## src/rtl/ldf_pkg.sv

```systemverilog
package ldf_pkg;

  typedef enum logic [1:0] {
    WID_8  = 2'd0,
    WID_16 = 2'd1,
    WID_32 = 2'd2,
    WID_64 = 2'd3
  } wid_e;

  // all-ones mask covering the given width code, for a 64-bit datapath
  function automatic logic [63:0] width_mask(input logic [1:0] w);
    case (w)
      2'd0:    width_mask = 64'h0000_0000_0000_00FF;
      2'd1:    width_mask = 64'h0000_0000_0000_FFFF;
      2'd2:    width_mask = 64'h0000_0000_FFFF_FFFF;
      default: width_mask = 64'hFFFF_FFFF_FFFF_FFFF;
    endcase
  endfunction

  // number of bytes for a width code
  function automatic logic [3:0] width_bytes(input logic [1:0] w);
    width_bytes = 4'd1 << w;
  endfunction

endpackage

```

## src/rtl/ldf_byte_order.sv

```systemverilog
module ldf_byte_order #(
  parameter int REG_BYTES = 8,
  localparam int REG_W = REG_BYTES * 8,
  localparam int NUM_W = 4
) (
  input  logic [REG_W-1:0] din,
  input  logic [1:0]       wcode,
  input  logic             swap,
  output logic [REG_W-1:0] dout
);

  logic [REG_W-1:0] cand [NUM_W];

  // one candidate per access width: straight or reversed low bytes
  for (genvar gw = 0; gw < NUM_W; gw++) begin : g_wid
    localparam int NB = 1 << gw;
    logic [REG_W-1:0] fwd;
    logic [REG_W-1:0] rev;
    for (genvar gb = 0; gb < REG_BYTES; gb++) begin : g_byte
      if (gb < NB) begin : g_in
        assign fwd[gb*8 +: 8] = din[gb*8 +: 8];
        assign rev[gb*8 +: 8] = din[(NB-1-gb)*8 +: 8];
      end else begin : g_out
        assign fwd[gb*8 +: 8] = 8'h00;
        assign rev[gb*8 +: 8] = 8'h00;
      end
    end
    assign cand[gw] = swap ? rev : fwd;
  end

  assign dout = cand[wcode];

endmodule

```

## src/rtl/ldf_resize.sv

```systemverilog
module ldf_resize
  import ldf_pkg::*;
#(
  parameter int REG_BYTES = 8,
  localparam int REG_W = REG_BYTES * 8
) (
  input  logic [REG_W-1:0] din,
  input  logic [1:0]       op_w,
  input  logic [1:0]       dst_w,
  input  logic             sat_en,
  input  logic             sat_signed,
  output logic [REG_W-1:0] elem,
  output logic             undef
);

  logic [REG_W-1:0] op_mask;
  logic [REG_W-1:0] d_mask;
  logic [REG_W-1:0] sext;
  logic [REG_W-1:0] s_max;
  logic [REG_W-1:0] s_min;
  logic [REG_W-1:0] val;
  logic             sign_bit;

  always_comb begin
    op_mask  = width_mask(op_w);
    d_mask   = width_mask(dst_w);
    sign_bit = din[(8 << op_w) - 1];
    sext     = sign_bit ? (din | ~op_mask) : din;
    s_max    = d_mask >> 1;
    s_min    = ~s_max;
    if (!sat_en) begin
      val = din;
    end else if (sat_signed) begin
      if ($signed(sext) > $signed(s_max))      val = s_max;
      else if ($signed(sext) < $signed(s_min)) val = s_min;
      else                                     val = sext;
    end else begin
      val = (din > d_mask) ? d_mask : din;
    end
    elem  = val & d_mask;
    undef = (dst_w < op_w);
  end

endmodule

```

## src/rtl/ldf_place.sv

```systemverilog
module ldf_place
  import ldf_pkg::*;
#(
  parameter int REG_BYTES = 8,
  localparam int REG_W = REG_BYTES * 8,
  localparam int IDX_W = $clog2(REG_BYTES)
) (
  input  logic [REG_W-1:0]     elem,
  input  logic [1:0]           dst_w,
  input  logic [IDX_W-1:0]     idx,
  output logic [REG_W-1:0]     data,
  output logic [REG_BYTES-1:0] mask
);

  logic [IDX_W-1:0]     lane_mask;
  logic [IDX_W-1:0]     off;
  logic [REG_BYTES-1:0] base_mask;

  always_comb begin
    lane_mask = IDX_W'((REG_BYTES >> dst_w) - 1);
    off       = (idx & lane_mask) << dst_w;
    base_mask = REG_BYTES'((1 << width_bytes(dst_w)) - 1);
    data      = elem << {off, 3'b000};
    mask      = base_mask << off;
  end

endmodule

```

## src/rtl/ld_elem_formatter.sv

```systemverilog
module ld_elem_formatter
  import ldf_pkg::*;
#(
  parameter int REG_BYTES = 8,
  localparam int REG_W = REG_BYTES * 8,
  localparam int IDX_W = $clog2(REG_BYTES)
) (
  input  logic                 clk,
  input  logic                 rst,
  input  logic                 in_valid,
  input  logic [REG_W-1:0]     raw_data,
  input  logic [1:0]           op_width,
  input  logic [1:0]           dst_width,
  input  logic                 brev_op,
  input  logic                 cpu_le,
  input  logic                 sat_en,
  input  logic                 sat_signed,
  input  logic [IDX_W-1:0]     elem_idx,
  output logic                 out_valid,
  output logic [REG_W-1:0]     out_data,
  output logic [REG_BYTES-1:0] out_mask,
  output logic                 out_undef
);

  logic [REG_W-1:0]     ordered;
  logic [REG_W-1:0]     elem;
  logic                 undef_c;
  logic [REG_W-1:0]     placed;
  logic [REG_BYTES-1:0] lanes;
  logic [1:0]           dst_q;
  logic [1:0]           op_q;

  // swap when the opcode flag matches the endian flag
  ldf_byte_order #(.REG_BYTES(REG_BYTES)) i_order (
    .din   (raw_data),
    .wcode (op_width),
    .swap  (~(brev_op ^ cpu_le)),
    .dout  (ordered)
  );

  ldf_resize #(.REG_BYTES(REG_BYTES)) i_resize (
    .din        (ordered),
    .op_w       (op_width),
    .dst_w      (dst_width),
    .sat_en     (sat_en),
    .sat_signed (sat_signed),
    .elem       (elem),
    .undef      (undef_c)
  );

  ldf_place #(.REG_BYTES(REG_BYTES)) i_place (
    .elem  (elem),
    .dst_w (dst_width),
    .idx   (elem_idx),
    .data  (placed),
    .mask  (lanes)
  );

  always_ff @(posedge clk) begin
    if (rst) begin
      out_valid <= 1'b0;
      out_data  <= '0;
      out_mask  <= '0;
      out_undef <= 1'b0;
      dst_q     <= 2'd0;
      op_q      <= 2'd0;
    end else begin
      out_valid <= in_valid;
      if (in_valid) begin
        out_data  <= placed;
        out_mask  <= lanes;
        out_undef <= undef_c;
        dst_q     <= dst_width;
        op_q      <= op_width;
      end
    end
  end

  // bit-level expansion of the byte mask, for checking only
  logic [REG_W-1:0] mask_bits;
  for (genvar gb = 0; gb < REG_BYTES; gb++) begin : g_mbits
    assign mask_bits[gb*8 +: 8] = {8{out_mask[gb]}};
  end

  AST_RESET_CLEARS: assert property (@(posedge clk) rst |=> (!out_valid && out_mask == '0 && !out_undef));
  AST_VALID_FOLLOWS: assert property (@(posedge clk) disable iff (rst) in_valid |=> out_valid);
  AST_IDLE_HOLD: assert property (@(posedge clk) disable iff (rst)
    !in_valid |=> (!out_valid && $stable(out_data) && $stable(out_mask) && $stable(out_undef)));
  AST_MASK_SIZE: assert property (@(posedge clk) disable iff (rst)
    out_valid |-> ($countones(out_mask) == int'(width_bytes(dst_q))));
  AST_DATA_IN_LANES: assert property (@(posedge clk) disable iff (rst)
    out_valid |-> ((out_data & ~mask_bits) == '0));
  AST_UNDEF_WIDTHS: assert property (@(posedge clk) disable iff (rst)
    out_valid |-> (out_undef == (dst_q < op_q)));

endmodule

```

## config.mk

```make
export PLATFORM = sky130hd
export DESIGN_NAME = ld_elem_formatter
export DESIGN_NICKNAME = d
export VERILOG_FILES = /design/src/rtl/ldf_pkg.sv /design/src/rtl/ldf_byte_order.sv /design/src/rtl/ldf_resize.sv /design/src/rtl/ldf_place.sv /design/src/rtl/ld_elem_formatter.sv
export SDC_FILE = /design/constraint.sdc
export NUM_CORES = 1
export LEC_CHECK = 0
export ABC_AREA = 1
export BUFFER_PORTS_ARGS = -buffer_cell sky130_fd_sc_hd__buf_2
export CORE_MARGIN = 1
export CORE_UTILIZATION = 27
export DETAILED_ROUTE_END_ITERATION = 10
export PLACE_DENSITY_LB_ADDON = 0.3
export SYNTH_ARGS = -nofsm -noshare
export SYNTH_HDL_FRONTEND = slang
export SYNTH_SLANG_ARGS = --single-unit
```

## constraint.sdc

```tcl
create_clock -name clk -period 11 [get_ports clk]
set_input_delay 1.1 -clock clk [delete_from_list [all_inputs] [get_ports clk]]
set_output_delay 1.1 -clock clk [all_outputs]
set_load 0.02 [all_outputs]
```

==> run_results.csv, run 1 <==
group,metric,value,unit
status,status,"finished clean",
floorplanning,placementRows,75,
critical_path,critical_path_class,"primary input to flip-flop",
floorplanning,dieArea,0.04324,mm^2
layout,nets,2304,
yosys,synth-main-ff-cell,"dfxtp_1",
run,maxCapViolCount,0,
routing,avgRoutedWirePerCell,19.59,um
timing,rsz0062_at_grt,"false",
layout,drive_gt1_share,11.45,%
routing,wirelength,50930,um
min_path,min_path_cells,2,
critical_path,cp_slowest_cell,"ha_1",
floorplanning,design.core.area,0.04185,mm^2
routing,drtIter0Drc,1489,
clock_network,clock_sinks,74,
yosys,ys_ff_latch,74,
yosys,syn_nets,2222,
routing,ant_nets,0,
routing,first_pass_iters,6,
floorplanning,die_y,207.9,um
layout,syn_to_final_growth,12.88,%
clock_network,cts_buffer_depth,2,
yosys,synth_edf_count,0,
grt,grtUsageTotal,23.13,%
timing,finalSetupViolations,0,
timing,finalHoldViolCount,0,
timing,worstMarginPinSlew,1.190,ns
yosys,netlist_instances,1974,
place,gp_congestion,0.9759,
floorplanning,die_x,207.9,um
clock_network,clockRootBuffer,"clkbuf_16",
routing,vias,13930,
layout,num_antenna_cells,0,
grt,grt-ovfl-total,0,
grt,grt_max_degree,92,
critical_path,path_common_cell,"nand2_1",
critical_path,rr_endpoint,"out_data[61]",
routing,drc_errors,0,
timing,period_share,69.61,%
clock_network,cts_tree,"yes",
critical_path,worstSetupStartpointType,"primary input",
layout,fillers,4733,
power_and_ir_drop,powerDensity,102.5,mW/mm^2
critical_path,critPathMaxFanout,41,
clock_network,cts.htree.levels,3,
clock_network,cts_buffers,9,
floorplanning,start_util,27.36,%
min_path,min_from,"out_mask[1]",
floorplanning,ioPinCount,152,
grt,grt_pass1_wl,77630,um
critical_path,reg2regPathDepth,4,
place,port_buffers,151,
layout,fin_cells,2600,
power_and_ir_drop,peakVddDrop,72.73,uV
grt,antenna_found_initial,1,
yosys,ys_async_sr_fraction,0,%
timing,slew_violations,0,
critical_path,required,11.23,ns
grt,grt_pass1_vias,12940,
clock_network,cts_setup_buffers,0,
critical_path,arrival,7.88,ns
clock_network,ctsHoldBuffers,0,
yosys,netlist_area,0.01145,mm^2
place,hpwl,39420,um
power_and_ir_drop,p_leak,6.455,nW
critical_path,reg2reg_slack,10.18,ns
timing,fmax,130.6,MHz
min_path,min_to,"out_mask[1]",
yosys,ys_warn_count,0,
timing,fin_tns_setup,0,ns
yosys,synth.avg_cell_area,5.801,um^2
critical_path,worstSetupEndpointType,"flip-flop",
clock_network,cts_resized,0,
yosys,yosysSeqAreaShare,12.94,%
timing,slew_headroom,20.46,%
timing,fin_crit,7.658,ns
clock_network,clkLatencyLatePin,0.34,ns
timing,skew,0,ns
clock_network,path_clk_slew,0.07,ns
place,dp.cells,2584,
critical_path,cpPeakStageDelay,0.93,ns
critical_path,reg2reg_from,"out_data[61]",
yosys,synth_cell_types,53,
min_path,hp-class,"flip-flop to flip-flop",
routing,vias_per_cell,5.358,
-- worst max-delay path by stage --
stage,startpoint,endpoint,cells past startpoint
after floorplan,dst_width[1],out_data[63],27
after global placement,op_width[0],out_data[63],30
after detailed placement,op_width[0],out_data[63],30
after CTS,op_width[0],out_data[63],30
after global routing,op_width[0],out_data[63],30
final,op_width[0],out_data[63],30
-- routing by layer --
metal,part of all wire [%],global-route usage (%),vias up
met5,0,0,-
met1,42,29.70,6508
met3,5.5,1.826,126
met2,46,38.34,525
li1,-,-,6772
met4,6.3,12.82,0
-- synth_stat cells (7+ instances only) --
cell type,instances,share of area (%)
o2111ai_1,9,0.69
nor3_1,35,1.5
nor2_1,166,5.4
inv_1,146,4.8
nand4_1,13,0.71
dfxtp_1,74,13
buf_1,14,0.46
o21a_1,20,1.3
a21oi_1,186,8.1
ha_1,170,19
nand3_1,124,5.4
buf_2,18,0.79
clkbuf_1,68,2.2
nand2_1,590,19
o21bai_1,9,0.59
o211ai_1,7,0.46
a31oi_1,24,1.3
o21ai_1,18,0.79
o21ai_0,188,8.2
inv_2,11,0.36
buf_6,8,0.79
-- worst max-delay path, delay by kind of cell --
| family | cells | cell delay (ns) |
|---|---|---|
| adder cells (fa/ha/maj) | 2 | 1.32 |
| AND/OR/NAND/NOR | 22 | 3.94 |
| AO/OA/AOI/OAI | 4 | 0.63 |
| buffers and inverters | 2 | 0.84 |
-- registers in the layout, summed over array words and instances (netlist names) --
signal,count
out_data,64
out_mask,8
out_undef,1
out_valid,1
-- metrics by stage --
stage | util, % | setup WS (ns) | power, W | hold WS (ns) | cell area [um^2]
6_report | 30.88 | 3.342 | 0.001325 | 0.4650 | 12930
5_1_grt | 30.88 | 2.582 | 0.001426 | 0.4821 | 12930
4_1_cts | 30.88 | 3.501 | 0.001318 | 0.4656 | 12930
3_5_place_dp | 30.15 | 3.165 | 0.001007 | 0.4551 | 12620
3_3_place_gp | 30.15 | 3.250 | 0.0009991 | 0.4553 | 12620
2_1_floorplan | - | 4.582 | 0.0007912 | 0.5450 | 11450
-- power by group --
| part | internal [W] | switching, W |
|---|---|---|
| logic | 0.000215 | 0.000503 |
| clock network | 0.000180 | 0.000129 |
| registers | 0.000286 | 0.0000118 |
-- cell families after synthesis --
kind of cell | share of synthesized area, %
buffers and inverters | 9.845
muxes | 0.08742
and+or+nand+nor | 35.13
DFF | 12.94
adders and majority gates | 18.58
AOI/OAI and AO/OA | 23.43
-- final cells by class --
type	count	area (um^2)	share of cell area, %
Multi-Input combinational cell	1625	8855	68.50
Clock inverter	7	82.58	0.6389
Sequential cell	74	1481	11.46
Timing Repair Buffer	183	996.0	7.705
Clock buffer	9	225.2	1.742
Inverter	163	611.8	4.733
Tap cell	539	674.4	5.217
-- layout by cell type, fill, tap and decap left out, types with 13 or more instances in the layout --
master / n
a21oi_1: 186
a31oi_1: 24
buf_2: 151
buf_4: 32
dfxtp_1: 74
ha_1: 170
inv_1: 145
nand2_1: 589
nand3_1: 124
nand4_1: 13
nor2_1: 164
nor3_1: 35
o21a_1: 20
o21ai_0: 188
o21ai_1: 18
(Power assumes the default switching activity.)
==> inputs of run 2 (changes only) <==
Settings changed: ABC_AREA 1 to 0.
Clock period 11 ns to 6.55 ns, I/O delays scaled along.
==> run_results.csv, run 2 <==
group,metric,value,unit
status,status,"finished clean",
clock_network,cts_resized,0,
floorplanning,start_util,27.44,%
yosys,yosys.area.top_type,"ha_1",
power_and_ir_drop,powerDensity,178.4,mW/mm^2
layout,post-route-util,32.57,%
yosys,netlist_area,0.009480,mm^2
grt,grt_pass1_wl,61820,um
yosys,synth_adder_area_share,22.44,%
layout,fin_area,0.01125,mm^2
yosys,syn_nets,1508,
layout,multi_input_area,0.007536,mm^2
clock_network,cts_tree,"yes",
yosys,synth-simple-area-share,24.88,%
critical_path,crit_buf_inv,2,
critical_path,critical_path.top_delay_family,"compound AO/OA/AOI/OAI gates",
power_and_ir_drop,total_power,0.002007,W
yosys,synth.avg_cell_area,7.524,um^2
yosys,synth_edf_count,0,
timing,finalSetupViolations,0,
routing,drc_errors,0,
place,hpwl,33290,um
yosys,yosysMostFrequentCell,"ha_1",
power_and_ir_drop,p_leak,5.232,nW
yosys,synth_cell_types,89,
floorplanning,ioPinCount,152,
timing,worstMarginPinSlew,1.090,ns
layout,mostFrequentLayoutCells,"170 x ha_1, 152 x nand2_1, 151 x buf_2, 118 x nor2_1, 96 x a21oi_1",
floorplanning,placementRows,68,
timing,fin_crit,6.185,ns
routing,avgRoutedWirePerCell,21.98,um
layout,fin_cells,1872,
timing,rsz0062_at_grt,"false",
routing,drtIter0Drc,1074,
layout,num_antenna_cells,0,
floorplanning,die_y,189.4,um
yosys,synth-main-ff-cell,"dfxtp_1",
yosys,synth_top_family_by_area,"compound AO/OA/AOI/OAI gates",
timing,fin_tns_setup,0,ns
routing,first_pass_iters,7,
floorplanning,die_x,189.4,um
grt,grt_max_degree,66,
layout,nets,1660,
clock_network,path_clk_slew,0.06,ns
yosys,synth_xor_area_share,0.2640,%
critical_path,path_common_cell,"a21oi_1",
place,dpl_cell_area,0.01095,mm^2
power_and_ir_drop,peakVddDrop,134.7,uV
clock_network,clockRootBuffer,"clkbuf_16",
layout,top_register,"out_data",
critical_path,worstSetupEndpointType,"flip-flop",
timing,slew_violations,0,
routing,wirelength,41140,um
routing,vias_per_cell,5.717,
clock_network,cts.htree.levels,3,
critical_path,path_cells,"buf_2 > xnor2_4 > buf_12 > nor2_1 > a211oi_1 > or2_2 > ha_1 > a21o_1 > a21o_1 > a21oi_1 > o21bai_1 > a21oi_1 > nor2_1 > o311ai_0 > o2111ai_1 > a21oi_1 > ha_1 > or3_1 > o31a_1 > o21ai_0 > o211ai_1",
clock_network,cts_setup_buffers,0,
critical_path,cpPeakStageDelay,0.56,ns
yosys,ys_async_sr_fraction,0,%
layout,layout_commonest_cell,"ha_1",
grt,grt-ovfl-total,0,
critical_path,arrival,6.39,ns
floorplanning,dieArea,0.03586,mm^2
place,dp.cells,1856,
place,port_buffers,151,
yosys,yosysSeqAreaShare,15.63,%
critical_path,critPathMaxFanout,65,
timing,skew,0,ns
layout,register_area,0.001481,mm^2
clock_network,cts_buffers,9,
yosys,yosys-top-cells-area,"ha_1 22%, dfxtp_1 16%, nand2_1 6.1%",
routing,vias,10700,
run,maxCapViolCount,0,
layout,largest_register_ffs,64,
layout,syn_to_final_growth,18.66,%
timing,fmax,161.7,MHz
yosys,ys_ff_latch,74,
layout,top_regs,"out_data x64, out_mask x8",
yosys,synth_top_cell_area_share,22.44,%
yosys,ys_top_cells_by_count,"170 x ha_1, 153 x nand2_1, 118 x nor2_1",
clock_network,clock_sinks,74,
yosys,ys_warn_count,0,
yosys,netlist_instances,1260,
grt,grtUsageTotal,22.49,%
yosys,synth.area.mux_share,2.653,%
critical_path,worstSetupStartpointType,"primary input",
layout,fillers,3785,
critical_path,cp_slowest_cell,"xnor2_4",
floorplanning,design.core.area,0.03454,mm^2
timing,finalHoldViolCount,0,
grt,grt_pass1_vias,10030,
routing,ant_nets,0,
timing,slew_headroom,27.16,%
min_path,hp-class,"flip-flop to flip-flop",
grt,antenna_found_initial,0,
critical_path,critical_path_class,"primary input to flip-flop",
clock_network,clkLatencyLatePin,0.34,ns
clock_network,cts_buffer_depth,2,
place,gp_congestion,0.9742,
yosys,synth_compound_area_share,28.86,%
clock_network,ctsHoldBuffers,0,
timing,period_share,94.42,%
critical_path,required,6.75,ns
layout,drive_gt1_share,22.44,%
run 2: changes by cell type after synthesis, sizes merged, moves of 26 or more:
cell,before,now
a211oi,2,29
a21oi,186,100
inv,157,44
nand2,596,154
nand3,127,27
nor2,169,125
nor3,35,9
o21ai,207,98
or2,9,54
run 2: final timing paths:
path                 from      endpoint  slack, ns  cells after the start
min          out_data[15]  out_data[15]       0.45                      2
max                cpu_le  out_data[47]       0.37                     21
min reg2reg  out_data[15]  out_data[15]       0.45                      2
max reg2reg  out_data[63]  out_data[63]       5.72                      3
run 2: routing by layer:
metal,vias up,wire [um],part of all wire [%],global-route usage [%]
met5,-,0,0,0
met4,0,1041,2.5,6.203
met3,70,3345,8.1,3.003
met2,519,18100,44,35.25
met1,5117,18650,45,31.89
li1,4997,-,-,-
run 2: worst reg2reg max path: cells and delay by family (launching register included):
kind | cells | cell delay (ns)
simple gates | 1 | 0.07
compound gates | 2 | 0.31
flops | 1 | 0.34
run 2: kinds of logic (layout without fill, tap and decap cells):
| group | after synthesis | count (layout) |
|---|---|---|
| compound gates | 407 | 407 |
| flops | 74 | 74 |
| fa+ha+maj | 170 | 170 |
| simple gates | 473 | 473 |
| buf+inv | 109 | 266 |
| mux | 25 | 25 |
| xor+xnor | 2 | 2 |
run 2: area by class of cell:
type	count	share of cell area, %
tap	455	5.061
multi-input combinational	1077	66.99
clock inverter	6	0.5784
sequential	74	13.17
inverter	44	1.468
timing repair buffer	206	10.61
clock buffer	10	2.124
run 2: where the power goes:
part / switching (W) / internal [W] / leakage, nW
Clock: 0.000201 / 0.000306 / 0.149
Sequential: 0.0000203 / 0.000481 / 0.605
Combinational: 0.000645 / 0.000354 / 4.48
run 2: through the flow:
step / setup slack (ns) / hold WS (ns)
4_1_cts: 0.4556 / 0.4540
6_report: 0.3653 / 0.4469
3_5_place_dp: 0.1343 / 0.4399
5_1_grt: 0.03292 / 0.4797
2_1_floorplan: 0.2491 / 0.5253
3_3_place_gp: 0.4240 / 0.4400
